**src/rtl/wh_pkg.sv**
```systemverilog
package wh_pkg;
  localparam int N_PORTS = 7;

  typedef enum logic [2:0] {
    PORT_EAST   = 3'd0,
    PORT_WEST   = 3'd1,
    PORT_NORTH  = 3'd2,
    PORT_SOUTH  = 3'd3,
    PORT_TOP    = 3'd4,
    PORT_BOTTOM = 3'd5,
    PORT_LOCAL  = 3'd6
  } port_e;

  typedef enum logic [0:0] {
    ST_HEAD = 1'b0,
    ST_XFER = 1'b1
  } pstate_e;

  typedef enum logic [1:0] {
    PH_HDR = 2'd0,
    PH_LEN = 2'd1,
    PH_PAY = 2'd2
  } phase_e;
endpackage

```
**src/rtl/wh_flit_fifo.sv**
```systemverilog
module wh_flit_fifo #(
  parameter int W     = 16,
  parameter int DEPTH = 8
) (
  input  logic         clk,
  input  logic         rst_n,
  input  logic         push,
  input  logic [W-1:0] wdata,
  input  logic         pop,
  output logic [W-1:0] rdata,
  output logic         empty,
  output logic         full
);
  localparam int AW = (DEPTH > 1) ? $clog2(DEPTH) : 1;
  localparam int CW = $clog2(DEPTH + 1);
  localparam logic [AW-1:0] LAST_IDX = AW'(DEPTH - 1);
  localparam logic [CW-1:0] FULL_CNT = CW'(DEPTH);

  logic [W-1:0]  mem [DEPTH];
  logic [AW-1:0] wr_ptr, rd_ptr;
  logic [CW-1:0] count;
  logic          do_push, do_pop;

  assign empty   = (count == '0);
  assign full    = (count == FULL_CNT);
  assign do_push = push && !full;
  assign do_pop  = pop && !empty;
  assign rdata   = mem[rd_ptr];

  always_ff @(posedge clk) begin
    if (!rst_n) begin
      wr_ptr <= '0;
      rd_ptr <= '0;
      count  <= '0;
    end else begin
      if (do_push) wr_ptr <= (wr_ptr == LAST_IDX) ? '0 : wr_ptr + 1'b1;
      if (do_pop)  rd_ptr <= (rd_ptr == LAST_IDX) ? '0 : rd_ptr + 1'b1;
      case ({do_push, do_pop})
        2'b10:   count <= count + 1'b1;
        2'b01:   count <= count - 1'b1;
        default: count <= count;
      endcase
    end
  end

  always_ff @(posedge clk) begin
    if (do_push) mem[wr_ptr] <= wdata;
  end
endmodule

```
**src/rtl/wh_xyz_route.sv**
```systemverilog
module wh_xyz_route
  import wh_pkg::*;
#(
  parameter int CW = 4
) (
  input  logic [CW-1:0]      here_x,
  input  logic [CW-1:0]      here_y,
  input  logic [CW-1:0]      here_z,
  input  logic [CW-1:0]      dest_x,
  input  logic [CW-1:0]      dest_y,
  input  logic [CW-1:0]      dest_z,
  output logic [N_PORTS-1:0] port_oh
);
  port_e sel;

  always_comb begin
    if (here_x < dest_x)      sel = PORT_EAST;
    else if (here_x > dest_x) sel = PORT_WEST;
    else if (here_y < dest_y) sel = PORT_NORTH;
    else if (here_y > dest_y) sel = PORT_SOUTH;
    else if (here_z < dest_z) sel = PORT_TOP;
    else if (here_z > dest_z) sel = PORT_BOTTOM;
    else                      sel = PORT_LOCAL;
  end

  for (genvar p = 0; p < N_PORTS; p++) begin : g_dec
    assign port_oh[p] = (sel == port_e'(p));
  end
endmodule

```
**src/rtl/wh_pkt_ctrl.sv**
```systemverilog
module wh_pkt_ctrl
  import wh_pkg::*;
#(
  parameter int W = 16
) (
  input  logic               clk,
  input  logic               rst_n,
  input  logic [W-1:0]       head_flit,
  input  logic               head_valid,
  input  logic [N_PORTS-1:0] route_oh,
  input  logic               grant,
  input  logic               out_ready,
  output logic [N_PORTS-1:0] req,
  output logic               out_valid,
  output logic               out_last,
  output logic               pop
);
  pstate_e            state;
  phase_e             phase;
  logic [W-1:0]       left;
  logic [N_PORTS-1:0] held_route;
  logic               is_last;
  logic               fire;

  always_comb begin
    case (phase)
      PH_LEN:  is_last = (head_flit == '0);
      PH_PAY:  is_last = (left == W'(1));
      default: is_last = 1'b0;
    endcase
  end

  assign out_valid = (state == ST_XFER) && head_valid;
  assign out_last  = out_valid && is_last;
  assign fire      = out_valid && out_ready;
  assign pop       = fire;
  assign req       = (state == ST_XFER) ? held_route
                   : (head_valid ? route_oh : '0);

  always_ff @(posedge clk) begin
    if (!rst_n) begin
      state      <= ST_HEAD;
      phase      <= PH_HDR;
      left       <= '0;
      held_route <= '0;
    end else begin
      case (state)
        ST_HEAD: begin
          if (head_valid && grant) begin
            state      <= ST_XFER;
            held_route <= route_oh;
            phase      <= PH_HDR;
          end
        end
        default: begin
          if (fire) begin
            if (is_last) begin
              state      <= ST_HEAD;
              phase      <= PH_HDR;
              held_route <= '0;
            end else begin
              case (phase)
                PH_HDR: phase <= PH_LEN;
                PH_LEN: begin
                  phase <= PH_PAY;
                  left  <= head_flit;
                end
                default: left <= left - 1'b1;
              endcase
            end
          end
        end
      endcase
    end
  end
endmodule

```
**src/rtl/wh_input_port.sv**
```systemverilog
module wh_input_port
  import wh_pkg::*;
#(
  parameter int FLIT_W = 16,
  parameter int DEPTH  = 8,
  parameter int CW     = 4
) (
  input  logic               clk,
  input  logic               rst_n,
  input  logic [CW-1:0]      my_x,
  input  logic [CW-1:0]      my_y,
  input  logic [CW-1:0]      my_z,
  input  logic               in_valid,
  output logic               in_ready,
  input  logic [FLIT_W-1:0]  in_flit,
  output logic [N_PORTS-1:0] req,
  input  logic               grant,
  output logic               out_valid,
  input  logic               out_ready,
  output logic [FLIT_W-1:0]  out_flit,
  output logic               out_last
);
  logic [FLIT_W-1:0]  head;
  logic               empty, full, pop;
  logic [N_PORTS-1:0] route_oh;

  assign in_ready = !full;
  assign out_flit = head;

  wh_flit_fifo #(.W(FLIT_W), .DEPTH(DEPTH)) u_buf (
    .clk   (clk),
    .rst_n (rst_n),
    .push  (in_valid),
    .wdata (in_flit),
    .pop   (pop),
    .rdata (head),
    .empty (empty),
    .full  (full)
  );

  wh_xyz_route #(.CW(CW)) u_route (
    .here_x  (my_x),
    .here_y  (my_y),
    .here_z  (my_z),
    .dest_x  (head[CW-1:0]),
    .dest_y  (head[2*CW-1:CW]),
    .dest_z  (head[3*CW-1:2*CW]),
    .port_oh (route_oh)
  );

  wh_pkt_ctrl #(.W(FLIT_W)) u_ctrl (
    .clk        (clk),
    .rst_n      (rst_n),
    .head_flit  (head),
    .head_valid (!empty),
    .route_oh   (route_oh),
    .grant      (grant),
    .out_ready  (out_ready),
    .req        (req),
    .out_valid  (out_valid),
    .out_last   (out_last),
    .pop        (pop)
  );
endmodule

```
**config.mk**
```make
export PLATFORM = sky130hd
export DESIGN_NAME = wh_input_port
export DESIGN_NICKNAME = d
export VERILOG_FILES = /design/src/rtl/wh_pkg.sv /design/src/rtl/wh_flit_fifo.sv /design/src/rtl/wh_xyz_route.sv /design/src/rtl/wh_pkt_ctrl.sv /design/src/rtl/wh_input_port.sv
export SDC_FILE = /design/constraint.sdc
export NUM_CORES = 1
export LEC_CHECK = 0
export BUFFER_PORTS_ARGS = -buffer_cell sky130_fd_sc_hd__buf_4
export CAP_MARGIN = 25
export CORE_ASPECT_RATIO = 1.5
export CORE_UTILIZATION = 35
export DETAILED_ROUTE_END_ITERATION = 8
export MAX_ROUTING_LAYER = met4
export PLACE_DENSITY_LB_ADDON = 0.15
export SLEW_MARGIN = 20
export SYNTH_ARGS = -nofsm -noshare
export SYNTH_HDL_FRONTEND = slang
export SYNTH_SLANG_ARGS = --single-unit
```
**constraint.sdc**
```tcl
create_clock -name clk -period 9.8 [get_ports clk]
set_clock_uncertainty 0.1 [all_clocks]
set_input_delay 1.96 -clock clk [delete_from_list [all_inputs] [get_ports clk]]
set_output_delay 1.96 -clock clk [all_outputs]
set_load 0.01 [all_outputs]
```
; After elaboration in Yosys (flattened, before gate mapping)
; Memories as Yosys holds them, arrays and structs flattened. A register that Yosys moved wholly into a read port is not among the register bits.
; Index checks and enable logic that the tools add are counted.
[totals]
wordCells = 85
n_memories = 1
ram_bits = 128
ff_bits = 36
out_inout_bits = 26
[op_classes]
magnitude_cmp = 6
add_sub_neg = 5
n_eq_ne = 17
n_bitwise = 2
n_mux = 30
reduce_logical = 17
[mem_list]
columns = name, depth, word_bits, read_ports, rd_ports_with_merged_regs, write_ports, line
row1 = u_buf.mem, 8, 16, 1, 1, 1, wh_flit_fifo.sv:19  ; logic [W-1:0] mem [DEPTH];
[ops]
columns = op, count
row1 = two-way mux 7 bit, 6
row2 = one-hot mux 16 bit (2 select lines), 1
row3 = two-way mux 3 bit, 9
row4 = equality test 16 x 1 -> 1 bit (second input constant), 1
row5 = zero test 16 bit, 1
row6 = subtractor 16 x 1 -> 16 bit (second input constant), 1
row7 = equality test 3 bit (second input constant), 5
row8 = > comparator 4 bit, 3
row9 = < comparator 4 bit, 3
row10 = two-way mux 2 bit, 5
row11 = one-hot mux 4 bit (2 select lines), 1
row12 = adder 3 x 1 -> 3 bit (second input constant), 2
row13 = equality test 3 x 2 -> 1 bit (second input constant), 2
row14 = logical AND 1 bit, 6
row15 = two-way mux 1 bit, 6
row16 = AND reduction 3 bit, 2
row17 = adder 4 x 1 -> 4 bit (second input constant), 1
row18 = equality test 2 x 1 -> 1 bit (second input constant), 2
row19 = equality test 2 bit (second input constant), 2
row20 = equality test 4 bit (second input constant), 1
row21 = zero test 4 bit, 1
row22 = != test 2 bit (second input constant), 2
row23 = != test 4 bit (second input constant), 1
row24 = one-hot mux 2 bit (2 select lines), 1
row25 = 9 further kinds, 12

; Logic depth before layout (Yosys ltp)
; Gate-level depths: netlist (run 1).
[logic_depth]
depth_word = 10
depth_mapped = 17
mapped_depth_nobuf = 12

; Hierarchy
; From an unflattened synthesis (run 1), not the netlist that was laid out.
[hier_totals]
cells_unflattened = 537
hier_area_um2 = 7583.5
[by_module_without_submodules]
columns = module, cells_each, area_each_um2, n_inst
row1 = wh_flit_fifo, 264, 5526.6, 1
row2 = wh_pkt_ctrl, 219, 1690.4, 1
row3 = wh_xyz_route, 52, 359.1, 1
row4 = wh_input_port, 2, 7.5, 1

; Worst setup path before layout (run 1)
; No wires, ideal clock.
[synth_timing]
path_type = register -> output
from = reg with a tool-made name
to = out req[4]
arrival_time_ps = 3755
n_path_buf = 5
path_stages_with_launch = 17
setup_slack_ps = 3985
path_cell_list = dfxtp_1 -> buf_6 -> buf_4 -> buf_2 -> buf_2 -> buf_2 -> mux4_2 -> mux2i_1 -> ha_1 -> nor2b_1 -> o21a_1 -> o21ai_0 -> nand2b_1 -> nor2b_1 -> nor3b_1 -> nand2_1 -> o21ai_0
[synth_rtl]
columns = element, line
row1 = end: declaration, wh_input_port.sv:16  ; output logic [N_PORTS-1:0] req,

==> flow_summary_export.csv, run 1 <==
group,metric,value,unit
sta,fmax,158,MHz
clock_network,cts-root-buf,"clkbuf_16",
cells_and_area,postLayoutCellArea,9310,um2
critical_path,critPathMaxFanout,47,
route,ant_nets,0,
yosys,synth_common_cells,"edfxtp_1, nand2_1, dfxtp_1, nor2_1, inv_1",
clock_network,clock_latency,0.42,ns
sta,tightest_slew,0.931,ns
place,gp_congestion,0.846,
global_route,grtUsageTotal,0.172,
floorplan,start_util,0.357,
run_status,violations,"DRC",
clock_network,cts_tree,"done",
global_route,overflow,0,
yosys,synth_top_area_share,0.481,
critical_path,crit_path_start_kind,"flip-flop",
critical_path,r2r_end,"u_ctrl.left[15]$_SDFFE_PN0P_",
yosys,yosysMostFrequentCell,"edfxtp_1",
yosys,synthTopCellsByArea,"edfxtp_1, dfxtp_1, mux4_2",
global_route,grt_pass1_vias,5402,
sta,setup_tns,0,ns
cells_and_area,antenna_cells,0,
cells_and_area,multi_input_area,3090,um2
place,dp_hpwl,12600,um
sta,rsz0062_at_grt,"no",
cells_and_area,layout.nets,716,
place,postPlaceCellArea,8710,um2
critical_path,end_kind,"output pin",
route,drt_drc_violations_left,3,
yosys,synth_nets,656,
yosys,synth_edf_count,128,
place,dp_cells,915,
sta,setup_viol,0,
place,port_buffers,58,
sta,setup_ws,3.48,ns
cells_and_area,drive_gt1_frac,0.231,
floorplan,dieArea,23500,um2
critical_path,cp-endpoint,"req[4]",
route,vias,5127,
route,firstDrtPassIters,9,
route,avgViaCountPerCell,5.41,
floorplan,die_w,125,um
pwr,p_leak,3.31,nW
floorplan,fp-row-count,67,
sta,hold_violations,0,
critical_path,reg2reg_slack,5.59,ns
critical_path,arrival,4.26,ns
yosys,async_flop_share,0,
cells_and_area,layout.cells.non_filler,947,
route,wl_per_cell,19.6,um
route,wl,18600,um
cells_and_area,postLayoutCoreUtil,0.416,
critical_path,required,7.74,ns
clock_network,postCtsHoldBufs,0,
clock_network,postCtsSetupBuffers,0,
critical_path,rr_worst_depth,10,
yosys,ys.flop_type,"edfxtp_1",
hold_path,min_path_type,"flip-flop to flip-flop",
cells_and_area,area_growth,16.3,%
pwr,pwr_density_cell,176,nW/um2
critical_path,critPathKind,"flip-flop to output pin",
clock_network,cts_resized,0,
flow_run,maxCapViolCount,0,
sta,fin_crit,6.32,ns
yosys,yosysTopAreaCell,"edfxtp_1",
yosys,yosysWarnings,0,
clock_network,cts_num_sinks,167,
pwr,ir_worst_vdd,0.117,mV
floorplan,fp.dieH,187,um
yosys,synth_cells,598,
clock_network,cts_max_level,4,
cells_and_area,seq_area,4630,um2
route,drtIter0Drc,303,
sta,maxSlewViolCount,0,
floorplan,coreArea,22400,um2
clock_network,clk_pin_slew_worst_paths,0.07,ns
global_route,grt_max_degree,55,
clock_network,cts-buffers-inserted,17,
place,pre_cts_ws,3.75,ns
yosys,synth-seq-cells,167,
cells_and_area,fillers,2076,
global_route,grt_pass1_wl,29600,um
clock_network,clk_path_buf_depth,2,
yosys,syn_area,8000,um2
run_status,status,"finished, violations left",
floorplan,ios,59,
global_route,antenna_found_initial,0,
yosys,syn_area_per_cell,13.4,um2
sta,relSlewSlack,0.379,
yosys,synth.yosys.seq_area_share,0.578,
yosys,synth_cell_type_count,68,
sta,fin_crit_sh,0.645,
-- cells in the final DEF, fill, tap and decap left out, drive strengths merged, types with 24 or more instances in the layout --
cell,instances
mux4,32
nor2,39
ha,24
inv,35
buf,71
dfxtp,39
mux2i,24
nand2,42
edfxtp,128
-- stage by stage --
step | hold WS (ns) | total power [mW]
floorplan | 0.337 | 0.906
global placement | 0.346 | 0.969
finish | 0.365 | 1.64
CTS | 0.369 | 1.66
detailed placement | 0.361 | 0.973
global route | 0.395 | 1.70
-- state kept, by name (all words and copies together), names as in the netlist, named ones only --
name / cells
u_buf.mem: 128
u_ctrl.left: 16
u_ctrl.held_route: 7
u_buf.count: 4
u_buf.rd_ptr: 3
u_buf.wr_ptr: 3
u_ctrl.phase: 2
u_ctrl.state: 1
-- final cells by class --
class,count,area share
Sequential cell,167,0.497
Multi-Input combinational cell,371,0.332
Timing Repair Buffer,71,0.0573
Clock buffer,18,0.0461
Tap cell,276,0.0371
Clock inverter,14,0.0183
Inverter,30,0.0121
-- metal layers --
metal | vias to the layer above | part of all wire | global-route usage
met3 | 18 | 0.026 | 0.0277
li1 | 2414 | - | -
met5 | - | 0 | -
met2 | 96 | 0.55 | 0.312
met4 | 0 | 0.013 | 0.0586
met1 | 2599 | 0.41 | 0.189
-- worst max-delay path, cell delays in order (launching register included) --
cell and delay [ns]:
dfxtp_2 0.31, buf_4 0.57, mux4_1 0.65, mux2_2 0.39
ha_1 0.31, nand4_1 0.16, a31oi_1 0.25, nor3b_1 0.35
nor3b_1 0.44, nand2_1 0.09, o21ai_0 0.16, buf_4 0.14
-- report_power, final --
group          internal [mW]  switching [mW]
clock network          0.404           0.280
registers              0.778          0.0120
logic                 0.0664          0.0989
total                   1.25           0.391
-- worst min path at each step --
stage | from | cells after the start | slack [ns] | endpoint
2_1_floorplan | u_ctrl.held_route[5]$_SDFFE_PN0P_ | 2 | 0.34 | u_ctrl.held_route[5]$_SDFFE_PN0P_
3_3_place_gp | u_ctrl.held_route[5]$_SDFFE_PN0P_ | 2 | 0.35 | u_ctrl.held_route[5]$_SDFFE_PN0P_
3_5_place_dp | u_ctrl.held_route[0]$_SDFFE_PN0P_ | 2 | 0.36 | u_ctrl.held_route[0]$_SDFFE_PN0P_
4_1_cts | u_ctrl.held_route[0]$_SDFFE_PN0P_ | 2 | 0.37 | u_ctrl.held_route[0]$_SDFFE_PN0P_
5_1_grt | u_ctrl.held_route[6]$_SDFFE_PN0P_ | 2 | 0.39 | u_ctrl.held_route[6]$_SDFFE_PN0P_
6_report | u_ctrl.held_route[4]$_SDFFE_PN0P_ | 2 | 0.37 | u_ctrl.held_route[4]$_SDFFE_PN0P_
-- logic make-up after synthesis --
group                    after synthesis  synth area share
adder cells (fa/ha/maj)               25            0.0401
flip-flops                           167             0.578
buffers and inverters                 60            0.0413
AND/OR/NAND/NOR                      188             0.123
AO/OA/AOI/OAI                         89            0.0789
multiplexers                          64             0.133
XOR/XNOR                               5           0.00548
Power figures use the tool's default switching activity.
==> run 2, diff against run 1 <==
- ABC_AREA: unset -> 1
- clock period: 9.8 -> 5.62 ns (I/O delays scaled with it)
==> flow_summary_export.csv, run 2 <==
group,metric,value,unit
run_status,status,"completed",
critical_path,required,4.40,ns
cells_and_area,biggestRegsByFlops,"u_buf.mem x128, u_ctrl.left x16, u_ctrl.held_route x7",
yosys,synthTopCellsByArea,"edfxtp_1, nand2_1, dfxtp_1",
global_route,antenna_found_initial,0,
place,gp_congestion,0.826,
global_route,grt_busiest_layer,"met2",
route,vias,6058,
clock_network,clock_latency,0.43,ns
clock_network,cts_num_sinks,167,
cells_and_area,area_growth,15.7,%
clock_network,postCtsSetupBuffers,0,
critical_path,crit_path_start_kind,"flip-flop",
yosys,async_flop_share,0,
pwr,pwr_density_cell,310,nW/um2
critical_path,end_kind,"output pin",
floorplan,start_util,0.356,
global_route,grtUsageTotal,0.185,
global_route,use_met1,0.206,
route,drt_drc_violations_left,0,
cells_and_area,postLayoutCoreUtil,0.412,
hold_path,min_from,"u_buf.rd_ptr[2]$_SDFFE_PN0P_",
place,port_buffers,58,
yosys,synth_compound_area_frac,0.0845,
hold_path,min_path_type,"flip-flop to flip-flop",
critical_path,rr_worst_depth,18,
clock_network,cts-root-buf,"clkbuf_16",
yosys,synth_common_cells,"nand2_1, nor2_1, edfxtp_1, inv_1, nand3_1",
floorplan,dieArea,24100,um2
pwr,p_leak,3.97,nW
sta,setup_tns,0,ns
yosys,syn_area_per_cell,9.02,um2
place,dp_hpwl,13300,um
floorplan,ios,59,
place,dp_cells,1264,
floorplan,die_w,127,um
cells_and_area,fillers,2292,
global_route,grt_pass1_vias,5879,
yosys,synth-xor-area-share,0.00960,
cells_and_area,largest-register,"u_buf.mem",
clock_network,cts_max_level,4,
yosys,yosysWarnings,0,
yosys,synth.yosys.seq_area_share,0.563,
cells_and_area,final_common_cell,"nand2_1",
yosys,synth_edf_count,128,
yosys,synth-seq-cells,167,
yosys,synth_fa_ha_area_frac,0.0390,
sta,rsz0062_at_grt,"no",
cells_and_area,antenna_cells,0,
clock_network,postCtsHoldBufs,0,
global_route,met3_usage,0.0321,
clock_network,cts-buffers-inserted,17,
critical_path,r2r_end,"u_ctrl.held_route[4]$_SDFFE_PN0P_",
yosys,yosys.area_share.simple,0.230,
yosys,synth.area.mux_share,0,
floorplan,fp.dieH,190,um
sta,setup_viol,0,
yosys,syn_area,8210,um2
global_route,overflow,0,
floorplan,coreArea,23100,um2
sta,fin_crit_sh,0.868,
yosys,synth_nets,969,
flow_run,maxCapViolCount,0,
hold_path,whs_path_depth,2,
cells_and_area,final_cell_mix,"nand2_1, nor2_1, edfxtp_1",
critical_path,reg2reg_slack,2.30,ns
clock_network,clk_pin_slew_worst_paths,0.07,ns
sta,relSlewSlack,0.479,
pwr,power,2.95,mW
route,drtIter0Drc,299,
critical_path,arrival,3.65,ns
cells_and_area,layout.cells.non_filler,1296,
sta,hold_violations,0,
global_route,grt_pass1_wl,32400,um
yosys,yosysTopAreaCell,"edfxtp_1",
pwr,ir_worst_vdd,0.200,mV
sta,fmax,205,MHz
route,wl_per_cell,15.6,um
yosys,synth_cell_type_count,42,
sta,fin_crit,4.88,ns
clock_network,clk_path_buf_depth,2,
route,avgViaCountPerCell,4.67,
global_route,grt_max_degree,51,
clock_network,cts_resized,0,
sta,tightest_slew,0.780,ns
yosys,ys.flop_type,"edfxtp_1",
route,firstDrtPassIters,4,
yosys,yosysMostFrequentCell,"nand2_1",
yosys,synth_cells,911,
route,ant_nets,0,
route,wl,20200,um
critical_path,critPathKind,"flip-flop to output pin",
yosys,synth_top_area_share,0.468,
clock_network,cts_tree,"done",
cells_and_area,drive_gt1_frac,0.135,
yosys,synth_top_family_by_area,"simple AND/OR/NAND/NOR gates",
floorplan,fp-row-count,68,
critical_path,critPathMaxFanout,34,
global_route,grtUsageMet2,0.327,
cells_and_area,largest_reg_flops,128,
sta,maxSlewViolCount,0,
cells_and_area,layout.nets,1026,
run 2: cell count changes after synthesis, moves of 17 or more:
cell / change
nand2_1: +188
nand3_1: +42
nor2_1: +102
o21ai_1: +25
nor3_1: -17
inv_1: +64
mux4_2: -28
o21ai_0: +20
mux2i_1: -24
run 2: metrics by stage:
stage	cell area (um2)	setup WS, ns	hold slack (ns)
floorplan	8210	1.96	0.360
CTS	9500	0.731	0.386
global placement	8940	1.25	0.372
detailed placement	8940	1.22	0.375
finish	9500	0.743	0.388
global route	9500	0.348	0.406
run 2: where the power goes:
group	internal, mW	switching (mW)
registers	1.37	0.0237
clock network	0.651	0.478
logic	0.150	0.271
run 2: routing by layer:
layer  vias up  routed length [um]
met2       110               10600
met3        28                 573
met1      2808                8580
met5         -                   0
li1       3112                   -
met4         0                 481
run 2: layout make-up:
cell class,count,area [um2],area share
clock buffer,19,433,0.0456
inverter,99,377,0.0396
sequential,167,4630,0.487
multi-input combinational,611,3000,0.316
clock inverter,13,130,0.0137
timing repair buffer,72,541,0.0569
tap,315,394,0.0415
run 2: cells by family after synthesis:
logic type               after synthesis
adder cells (fa/ha/maj)               25
AO/OA/AOI/OAI                        122
flip-flops                           167
buffers and inverters                133
AND/OR/NAND/NOR                      455
XOR/XNOR                               9
run 2: worst max path at each step:
stage | from | endpoint | slack, ns
floorplan | my_y[3] | req[4] | 1.96
global placement | flip-flop | req[4] | 1.25
detailed placement | flip-flop | req[4] | 1.22
CTS | flip-flop | req[4] | 0.73
global route | flip-flop | req[4] | 0.35
finish | flip-flop | req[4] | 0.74
run 2: worst max-delay path, stage by stage, from the launching register on:
cell	delay, ns
dfxtp_2	0.60
buf_4	0.43
nor2_1	0.09
nor2_1	0.08
o21ai_0	0.08
nand2_1	0.09
nand2_1	0.05
nand2_1	0.14
inv_1	0.06
ha_1	0.30
nand3_1	0.08
o211a_1	0.23
nor2_1	0.16
nand2_1	0.09
nor2_1	0.13
inv_1	0.07
nor3_1	0.25
nand2_1	0.08
nand2_1	0.06
buf_4	0.11
